## src/rtl/sar_pkg.sv

```systemverilog
package sar_pkg;
  localparam int RES_W  = 8;
  localparam int REG_W  = 8;
  localparam int CHAN_W = 2;
  localparam int TRIG_N = 2;
  localparam int TSEL_W = (TRIG_N > 1) ? $clog2(TRIG_N) : 1;

  localparam logic [1:0] ADDR_CTRL = 2'd0;
  localparam logic [1:0] ADDR_CHAN = 2'd1;
  localparam logic [1:0] ADDR_DATA = 2'd2;

  localparam int CTL_EN    = 0;
  localparam int CTL_START = 1;
  localparam int CTL_FREE  = 2;
  localparam int CTL_ATRIG = 3;
  localparam int CTL_FLAG  = 4;
  localparam int CTL_IE    = 5;
  localparam int CTL_GATE  = 6;
  localparam int CTL_TSEL  = 7;

  typedef enum logic [1:0] {
    ST_IDLE,
    ST_SAMPLE,
    ST_CONVERT,
    ST_DONE
  } convState_t;

  typedef struct packed {
    logic load;
    logic decide;
    logic commit;
  } sarStrobe_t;
endpackage

```

## src/rtl/sar_datapath.sv

```systemverilog
module sar_datapath
  import sar_pkg::*;
(
  input  logic             clk,
  input  logic             rstN,
  input  sarStrobe_t       strobe,
  input  logic             cmpHigh,
  output logic [RES_W-1:0] dacCode,
  output logic [RES_W-1:0] result
);
  localparam logic [RES_W-1:0] TOP_BIT = {1'b1, {(RES_W-1){1'b0}}};

  logic [RES_W-1:0] sarReg;
  logic [RES_W-1:0] trialMask;

  assign dacCode = sarReg | trialMask;

  always_ff @(posedge clk or negedge rstN) begin
    if (!rstN) begin
      sarReg    <= '0;
      trialMask <= '0;
      result    <= '0;
    end else begin
      if (strobe.load) begin
        sarReg    <= '0;
        trialMask <= TOP_BIT;
      end else if (strobe.decide) begin
        if (cmpHigh) sarReg <= sarReg | trialMask;
        trialMask <= trialMask >> 1;
      end
      if (strobe.commit) result <= sarReg;
    end
  end

  AST_MASK_SHIFT: assert property (@(posedge clk) disable iff (!rstN)
    strobe.decide |=> (trialMask == ($past(trialMask) >> 1)));
  AST_MASK_ONEHOT: assert property (@(posedge clk) disable iff (!rstN)
    $onehot0(trialMask));
  AST_COMMIT_ALL_BITS: assert property (@(posedge clk) disable iff (!rstN)
    strobe.commit |-> (trialMask == '0));
endmodule

```

## src/rtl/sar_ctrl.sv

```systemverilog
module sar_ctrl
  import sar_pkg::*;
#(
  parameter int CLK_DIV      = 4,
  parameter int SAMPLE_TICKS = 2
) (
  input  logic              clk,
  input  logic              rstN,
  input  logic              regWrEn,
  input  logic [1:0]        regAddr,
  input  logic [REG_W-1:0]  regWrData,
  input  logic [TRIG_N-1:0] trigIn,
  output logic [REG_W-1:0]  ctrlRd,
  output logic [REG_W-1:0]  chanRd,
  output logic [CHAN_W-1:0] muxSel,
  output logic              sampleHold,
  output logic              irq,
  output sarStrobe_t        strobe
);
  localparam int PRE_W = (CLK_DIV > 1) ? $clog2(CLK_DIV) : 1;
  localparam int SMP_W = (SAMPLE_TICKS > 1) ? $clog2(SAMPLE_TICKS) : 1;
  localparam int BIT_W = $clog2(RES_W);
  localparam logic [PRE_W-1:0] PRE_LAST = PRE_W'(CLK_DIV - 1);
  localparam logic [SMP_W-1:0] SMP_LAST = SMP_W'(SAMPLE_TICKS - 1);
  localparam logic [BIT_W-1:0] BIT_TOP  = BIT_W'(RES_W - 1);

  logic enReg, freeReg, atrigReg, flagReg, ieReg, gateReg;
  logic [TSEL_W-1:0] trigSel;
  logic [CHAN_W-1:0] chanReg, muxReg;
  logic [TRIG_N-1:0] trigPrev, trigRise;
  convState_t state;
  logic [PRE_W-1:0] preCnt;
  logic [SMP_W-1:0] smpCnt;
  logic [BIT_W-1:0] bitCnt;

  logic ctrlWr, chanWr, runOk, tick, startReq, launch, restart;

  assign ctrlWr   = regWrEn && (regAddr == ADDR_CTRL);
  assign chanWr   = regWrEn && (regAddr == ADDR_CHAN);
  assign runOk    = enReg && !gateReg;
  assign tick     = (preCnt == PRE_LAST);
  assign trigRise = trigIn & ~trigPrev;
  assign startReq = (ctrlWr && regWrData[CTL_START]) || (atrigReg && trigRise[trigSel]);
  assign launch   = (state == ST_IDLE) && runOk && startReq;
  assign restart  = (state == ST_DONE) && runOk && freeReg;

  assign strobe.load   = launch || restart;
  assign strobe.decide = (state == ST_CONVERT) && tick;
  assign strobe.commit = (state == ST_DONE);

  // Register bank
  always_ff @(posedge clk or negedge rstN) begin
    if (!rstN) begin
      enReg    <= 1'b0;
      freeReg  <= 1'b0;
      atrigReg <= 1'b0;
      flagReg  <= 1'b0;
      ieReg    <= 1'b0;
      gateReg  <= 1'b0;
      trigSel  <= '0;
      chanReg  <= '0;
      muxReg   <= '0;
      trigPrev <= '0;
    end else begin
      if (ctrlWr) begin
        enReg    <= regWrData[CTL_EN];
        freeReg  <= regWrData[CTL_FREE];
        atrigReg <= regWrData[CTL_ATRIG];
        ieReg    <= regWrData[CTL_IE];
        gateReg  <= regWrData[CTL_GATE];
        trigSel  <= TSEL_W'(regWrData[CTL_TSEL]);
      end
      if (chanWr) chanReg <= regWrData[CHAN_W-1:0];
      if (enReg) muxReg <= chanReg;
      trigPrev <= trigIn;
      if (state == ST_DONE) flagReg <= 1'b1;
      else if (ctrlWr && regWrData[CTL_FLAG]) flagReg <= 1'b0;
    end
  end

  // Conversion sequencer
  always_ff @(posedge clk or negedge rstN) begin
    if (!rstN) begin
      state  <= ST_IDLE;
      preCnt <= '0;
      smpCnt <= '0;
      bitCnt <= '0;
    end else if (!runOk) begin
      state  <= ST_IDLE;
      preCnt <= '0;
    end else begin
      unique case (state)
        ST_IDLE: begin
          if (launch) begin
            state  <= ST_SAMPLE;
            preCnt <= '0;
            smpCnt <= '0;
          end
        end
        ST_SAMPLE: begin
          preCnt <= tick ? '0 : preCnt + 1'b1;
          if (tick) begin
            if (smpCnt == SMP_LAST) begin
              state  <= ST_CONVERT;
              bitCnt <= BIT_TOP;
            end else begin
              smpCnt <= smpCnt + 1'b1;
            end
          end
        end
        ST_CONVERT: begin
          preCnt <= tick ? '0 : preCnt + 1'b1;
          if (tick) begin
            if (bitCnt == '0) state <= ST_DONE;
            else bitCnt <= bitCnt - 1'b1;
          end
        end
        ST_DONE: begin
          preCnt <= '0;
          smpCnt <= '0;
          state  <= freeReg ? ST_SAMPLE : ST_IDLE;
        end
        default: state <= ST_IDLE;
      endcase
    end
  end

  assign sampleHold = (state == ST_SAMPLE) || (state == ST_CONVERT);
  assign irq        = flagReg && ieReg;
  assign muxSel     = muxReg;

  always_comb begin
    ctrlRd              = '0;
    ctrlRd[CTL_EN]      = enReg;
    ctrlRd[CTL_START]   = (state != ST_IDLE);
    ctrlRd[CTL_FREE]    = freeReg;
    ctrlRd[CTL_ATRIG]   = atrigReg;
    ctrlRd[CTL_FLAG]    = flagReg;
    ctrlRd[CTL_IE]      = ieReg;
    ctrlRd[CTL_GATE]    = gateReg;
    ctrlRd[CTL_TSEL]    = trigSel[0];
    chanRd              = '0;
    chanRd[CHAN_W-1:0]  = chanReg;
  end

  AST_MUX_FROZEN: assert property (@(posedge clk) disable iff (!rstN)
    !enReg |=> $stable(muxSel));
  AST_GATE_BLOCKS: assert property (@(posedge clk) disable iff (!rstN)
    (gateReg && state == ST_IDLE) |=> (state == ST_IDLE));
  AST_DISABLE_STOPS: assert property (@(posedge clk) disable iff (!rstN)
    !enReg |=> !sampleHold);
  AST_FLAG_ON_DONE: assert property (@(posedge clk) disable iff (!rstN)
    $rose(flagReg) |-> $past(strobe.commit));
endmodule

```

## src/rtl/sar_conv_ctrl.sv

```systemverilog
module sar_conv_ctrl
  import sar_pkg::*;
#(
  parameter int CLK_DIV      = 4,
  parameter int SAMPLE_TICKS = 2
) (
  input  logic              clk,
  input  logic              rstN,
  input  logic              regWrEn,
  input  logic [1:0]        regAddr,
  input  logic [REG_W-1:0]  regWrData,
  output logic [REG_W-1:0]  regRdData,
  input  logic [TRIG_N-1:0] trigIn,
  input  logic              cmpHigh,
  output logic [RES_W-1:0]  dacCode,
  output logic [CHAN_W-1:0] muxSel,
  output logic              sampleHold,
  output logic              irq
);
  sarStrobe_t       strobe;
  logic [REG_W-1:0] ctrlRd, chanRd;
  logic [RES_W-1:0] result;

  sar_ctrl #(.CLK_DIV(CLK_DIV), .SAMPLE_TICKS(SAMPLE_TICKS)) ctrl_i (
    .clk(clk), .rstN(rstN), .regWrEn(regWrEn), .regAddr(regAddr),
    .regWrData(regWrData), .trigIn(trigIn), .ctrlRd(ctrlRd), .chanRd(chanRd),
    .muxSel(muxSel), .sampleHold(sampleHold), .irq(irq), .strobe(strobe)
  );

  sar_datapath dp_i (
    .clk(clk), .rstN(rstN), .strobe(strobe), .cmpHigh(cmpHigh),
    .dacCode(dacCode), .result(result)
  );

  always_comb begin
    unique case (regAddr)
      ADDR_CTRL: regRdData = ctrlRd;
      ADDR_CHAN: regRdData = chanRd;
      ADDR_DATA: regRdData = REG_W'(result);
      default:   regRdData = '0;
    endcase
  end
endmodule

```

## config.mk

```make
export PLATFORM = sky130hd
export DESIGN_NAME = sar_conv_ctrl
export DESIGN_NICKNAME = d
export VERILOG_FILES = /design/src/rtl/sar_pkg.sv /design/src/rtl/sar_datapath.sv /design/src/rtl/sar_ctrl.sv /design/src/rtl/sar_conv_ctrl.sv
export SDC_FILE = /design/constraint.sdc
export NUM_CORES = 1
export LEC_CHECK = 0
export BUFFER_PORTS_ARGS = -buffer_cell sky130_fd_sc_hd__buf_2
export CORE_MARGIN = 1.5
export CORE_UTILIZATION = 61
export DETAILED_ROUTE_END_ITERATION = 8
export PLACE_DENSITY = 0.84
export SETUP_SLACK_MARGIN = 0.02
export SLEW_MARGIN = 20
export SYNTH_ARGS = -nofsm -noshare
export SYNTH_HDL_FRONTEND = slang
export SYNTH_HIERARCHICAL = 1
export SYNTH_SLANG_ARGS = --single-unit
export TNS_END_PERCENT = 20
```

## constraint.sdc

```tcl
create_clock -name clk -period 3.4 [get_ports clk]
set_input_delay 0.68 -clock clk [delete_from_list [all_inputs] [get_ports clk]]
set_output_delay 0.68 -clock clk [all_outputs]
set_load 0.01 [all_outputs]
```

Word level (Yosys, flattened, before mapping)

Index checks and enable logic that the tools add are counted.
W data, S select, Z words.

Add/subtract/negate cells: 3
$mul: 0
Divide/modulo/power cells: 0
$lt $le $gt $ge: 1
Eq/ne operators: 16
Shift-type cells: 0
Multiplexer cells: 31
Bitwise operators: 3
Reduce and logical (&&, ||, !) cells: 30

Operator list:

| operator             | number |
|---|---|
| $mux W8              | 5 |
| $pmux W8 S3          | 1 |
| $mux W2              | 9 |
| $logic_and A1 B1 Y1  | 12 |
| $mux W3              | 4 |
| $ne A3 B3 Y1 const B | 4 |
| $reduce_bool A2 Y1   | 5 |
| $eq A2 B2 Y1 const B | 4 |
| $mux W1              | 8 |
| $ne A2 B1 Y1 const B | 4 |
| $or A8 B8 Y8         | 1 |
| $pmux W2 S4          | 1 |
| $pmux W2 S3          | 1 |
| $pmux W3 S2          | 1 |
| $reduce_and A6 Y1    | 1 |
| $reduce_and A5 Y1    | 1 |
| $eq A2 B1 Y1 const B | 2 |
| $logic_not A2 Y1     | 2 |
| $reduce_and A4 Y1    | 1 |
| $logic_not A3 Y1     | 1 |
| $logic_or A1 B1 Y1   | 3 |
| $ne A3 B2 Y1 const B | 1 |
| $pmux W1 S3          | 1 |
| $reduce_bool A3 Y1   | 1 |
| other kinds (10)     | 10 |

Register bits: 45
Bits in latches: 0
Memory bits (writable): 0
Bits in read-only memories: 0
Bits of input ports: 16
Output and inout bits: 20
Logic and storage cells: 101
Memories kept: 0

Longest topological paths before layout

Depth after elaboration: 10
Depth in mapped cells: 8
Gate-level depth less buffers: 6

By module

The synthesis kept the hierarchy.

Modules (own cells, without submodules):

| module        | times used | cells each | area each (um^2) | sequential area each (um^2) |
|---|---|---|---|---|
| sar_ctrl      | 1          | 114        | 1308.8           | 525.5 |
| sar_datapath  | 1          | 78         | 987.2            | 600.6 |
| sar_conv_ctrl | 1          | 20         | 197.7            | 0.0 |

Worst setup path before layout

OpenSTA, ideal clock, no wires.

Path kind: input to output
From: input regAddr[1]
To: output regRdData[0]
Arrival time: 1.178 ns
Data required time: 2.720 ns
Slack: 1.542 ns
Stages on the path: 4
Path buffers: 2
Path through: buf_6 > nor2b_4 > buf_6 > o2bb2ai_1

Longest elaborated chain between the ends: 2
Elaborated cells on any way between the ends: 4
Classes of those cells: 2 x eq/ne; 1 x mux; 1 x reduce/logical

RTL lines:

| what                                       | RTL line            | text |
|---|---|---|
| start, declared                            | sar_conv_ctrl.sv:10 | `input logic [1:0] regAddr,` |
| $eq A2 B2 Y1, or another cell as far along | sar_conv_ctrl.sv:36 | `unique case (regAddr)` |
| $pmux W8 S3 *                              | sar_conv_ctrl.sv:36 |  |
| end, declared                              | sar_conv_ctrl.sv:12 | `output logic [REG_W-1:0] regRdData,` |

Every way passes the cells marked *; elsewhere a longest branch is shown, timed or not.

Worst setup path after layout

From: register ctrl_i.state[0]
To: output regRdData[1]

Longest elaborated chain between the ends: 2

RTL lines:

| what                   | RTL line            | text |
|---|---|---|
| start, declared        | sar_ctrl.sv:31      | `convState_t state;` |
| start signal, assigned | sar_ctrl.sv:121     | `state <= freeReg ? ST_SAMPLE : ST_IDLE;` |
| $reduce_bool A2 Y1     | sar_ctrl.sv:135     | `ctrlRd[CTL_START] = (state != ST_IDLE);` |
| net ctrlRd[1]          | sar_conv_ctrl.sv:21 | `logic [REG_W-1:0] ctrlRd, chanRd;` |
| $pmux W8 S3            | sar_conv_ctrl.sv:36 |  |

The timed path passes the listed nets, and every way through them passes these cells.

==> results.cfg <==
[cts]
cts.repair.resized = 0
cts-buffers-inserted = 5
ctsLongestPathBuffers = 2
cts-root-buf = clkbuf_8
holdBufCountCts = 0
clock_latency_ns = 0.30
cts_tree = built
numClockSinks = 45
post-cts-setup-buffers = 0
htree_levels = 2
path_clk_slew_ns = 0.08

[synthesis]
async_flop_share_pct = 100
yosys.area.top_type = dfrtp_1
synthCells = 212
syn_area_per_cell_um2 = 11.8
synth-edff-count = 0
synthTopCellsByCount = 45 x dfrtp_1, 20 x nor2_1, 15 x mux2i_1, 13 x buf_4
yosysWarnings = 6
synth_seq_area_share_pct = 45.2
netlist_area_um2 = 2490
synthDistinctLibCells = 45
synth_most_common_cell = dfrtp_1
ys_ff_latch = 45
synth_top_flop_cell = dfrtp_1
yosysTopAreaCellShare_pct = 45.2
synth_area_leaders = dfrtp_1 45%, mux2i_1 6.0%, mux2_4 4.8%

[critical_path]
worst_setup_path_end_kind = output port
crit_fanout = 5
worst_setup_path_start_kind = flip-flop
required_ns = 2.72
crit_type = flip-flop to output port
critPathArrivalTime_ns = 1.59

[global_routing]
grt_max_degree = 46
grt_usage_pct = 22.2
antenna_found_initial = 0
grt_overflow = 0
grt_pass1_vias = 1668
grt_pass1_wl_um = 7490

[final_layout]
final_cells = 287
diodes = 0
drive_gt1_share_pct = 33.8
syn_to_final_growth_pct = 7.07
fill_cells = 313
multi_input_area_um2 = 1160
seq_area_um2 = 1130
final_cell_area_um2 = 2670
nNetsFinal = 260
final_util_pct = 67.2

[drt]
wl_met1_um = 2090
drcViolationCount = 0
routed.top_layer = met4
vias = 1598
detail-route-antenna-nets = 0
wl_um = 4500
route.met3.wl_um = 112
first_iter_violations = 68
route.met2.wl_um = 2270
routedWlPerCell_um = 15.7
avgViaCountPerCell = 5.57
firstDrtPassIters = 4

[pwr]
powerDensity_nw_per_um2 = 600
p_leak_uw = 0.00132
ir_drop_mv = 0.471

[timing]
fmax_ghz = 0.440
relSlewSlack_pct = 54.0
drv_slew = 0
rsz0062_at_grt = no
setup_tns_ns = 0
hold_viol = 0
finalClockSkew_ns = 0.00834
period_share_pct = 66.8
tightest_slew_ns = 0.691
setup_viol = 0
period_minus_slack_ns = 2.27

[floorplanning]
top_level_ports = 36
start_util_pct = 62.8
num_rows = 23
die_h_um = 66.9
core_area_um2 = 3970
die_w_um = 66.9
die-area_um2 = 4480

[run]
maxCapViolCount = 0

[run_status]
outcome = complete, no violations

[placement]
placed_cell_area_um2 = 2550
dp_cells = 279
dp_hpwl_um = 3290
routabilityCongestion = 0.851
port_buffers = 35

[worst_hold_path]
min_path_type = primary input to asynchronous set/reset pin
[sequential cells by signal, indices dropped and copies added, names as in the netlist, 2 cells and up]
| signal | cells |
|---|---|
| ctrl_i/trigPrev | 2 |
| ctrl_i/state | 2 |
| dp_i/trialMask | 8 |
| ctrl_i/bitCnt | 3 |
| ctrl_i/muxSel | 2 |
| ctrl_i/preCnt | 2 |
| dp_i/result | 8 |
| ctrl_i/chanReg | 2 |
| dp_i/sarReg | 8 |
[layer usage]
metal,vias up,track usage [%]
met5,-,0
met4,0,5.10
met3,4,4.73
met2,19,39.8
met1,797,27.2
li1,778,-
[final cells by class]
| type | instances | area share, % |
|---|---|---|
| Tap cell | 50 | 2.34 |
| Clock inverter | 3 | 1.73 |
| Clock buffer | 5 | 2.58 |
| Timing Repair Buffer | 36 | 6.94 |
| Sequential cell | 45 | 42.2 |
| Multi-Input combinational cell | 142 | 43.4 |
| Inverter | 6 | 0.843 |
[where the power goes]
part	total, µW	switching [µW]	internal, µW
logic	486	258	227
registers	712	88.6	623
clock network	405	185	220
total	1600	532	1070
[cell usage in the layout, fill, tap and decap left out, types with 2 or more instances in the layout]
master | Yosys | final
nand3_2 | 2 | 2
o21ai_1 | 2 | 2
conb_1 | 1 | 6
nor2_4 | 2 | 2
inv_1 | 6 | 6
a2bb2oi_2 | 2 | 2
nand4bb_1 | 2 | 2
mux2_1 | 2 | 2
nand2b_1 | 4 | 4
and2_1 | 2 | 2
mux2_2 | 10 | 10
dfrtp_1 | 45 | 45
o2bb2ai_1 | 10 | 10
a31oi_1 | 10 | 10
mux2i_1 | 15 | 15
nand4_1 | 2 | 2
mux2_4 | 8 | 8
ha_1 | 8 | 8
buf_2 | 1 | 34
buf_4 | 13 | 2
or2_2 | 8 | 8
nor2_1 | 20 | 20
nand3b_1 | 2 | 2
nand2_1 | 6 | 6
clkbuf_8 | 1 | 5
a21o_1 | 2 | 2
o22ai_1 | 3 | 3
[kinds of logic (layout without fill, tap and decap cells)]
logic type                 after synthesis  count (layout)  share of synthesized area, %
muxes                                   35              35                          16.3
other                                    1               6                         0.150
buffers and inverters                   30              50                          9.13
DFF                                     45              45                          45.2
adders and majority gates                8               8                          4.01
AOI/OAI and AO/OA                       36              36                          11.3
and+or+nand+nor                         57              57                          14.0
[per-stage QoR]
stage / hold slack (ns) / worst slack [ns] / power (µW)
after detailed placement: 0.496 / 1.21 / 1210
final: 0.358 / 1.13 / 1600
after CTS: 0.504 / 1.13 / 1620
after global placement: 0.485 / 1.27 / 1190
after global routing: 0.407 / 1.02 / 1700
after floorplan: 0.384 / 1.54 / 1080
[path summary, 6_finish.rpt]
path | slack [ns] | to | depth (start not counted) | startpoint
max in group asynchronous | 2.65 | ctrl_i/atrigReg | 1 | rstN
worst min register to register | 0.51 | ctrl_i/flagReg | 1 | ctrl_i/flagReg
worst min-delay path | 0.36 | ctrl_i/muxSel[0] | 1 | rstN
worst max-delay path | 1.13 | regRdData[1] | 6 | ctrl_i/state[0]
worst max register to register | 1.36 | dp_i/trialMask[5] | 5 | ctrl_i/state[0]
min in group clk | 0.51 | ctrl_i/trigPrev[1] | 1 | trigIn[1]
[critical path, stage by stage (launching register included)]
cell       delay, ns
dfrtp_1         0.43
inv_1           0.13
ha_1            0.29
inv_1           0.09
mux2i_1         0.13
o2bb2ai_1       0.08
buf_2           0.14
No activity file was read; power rests on OpenSTA's default activity.
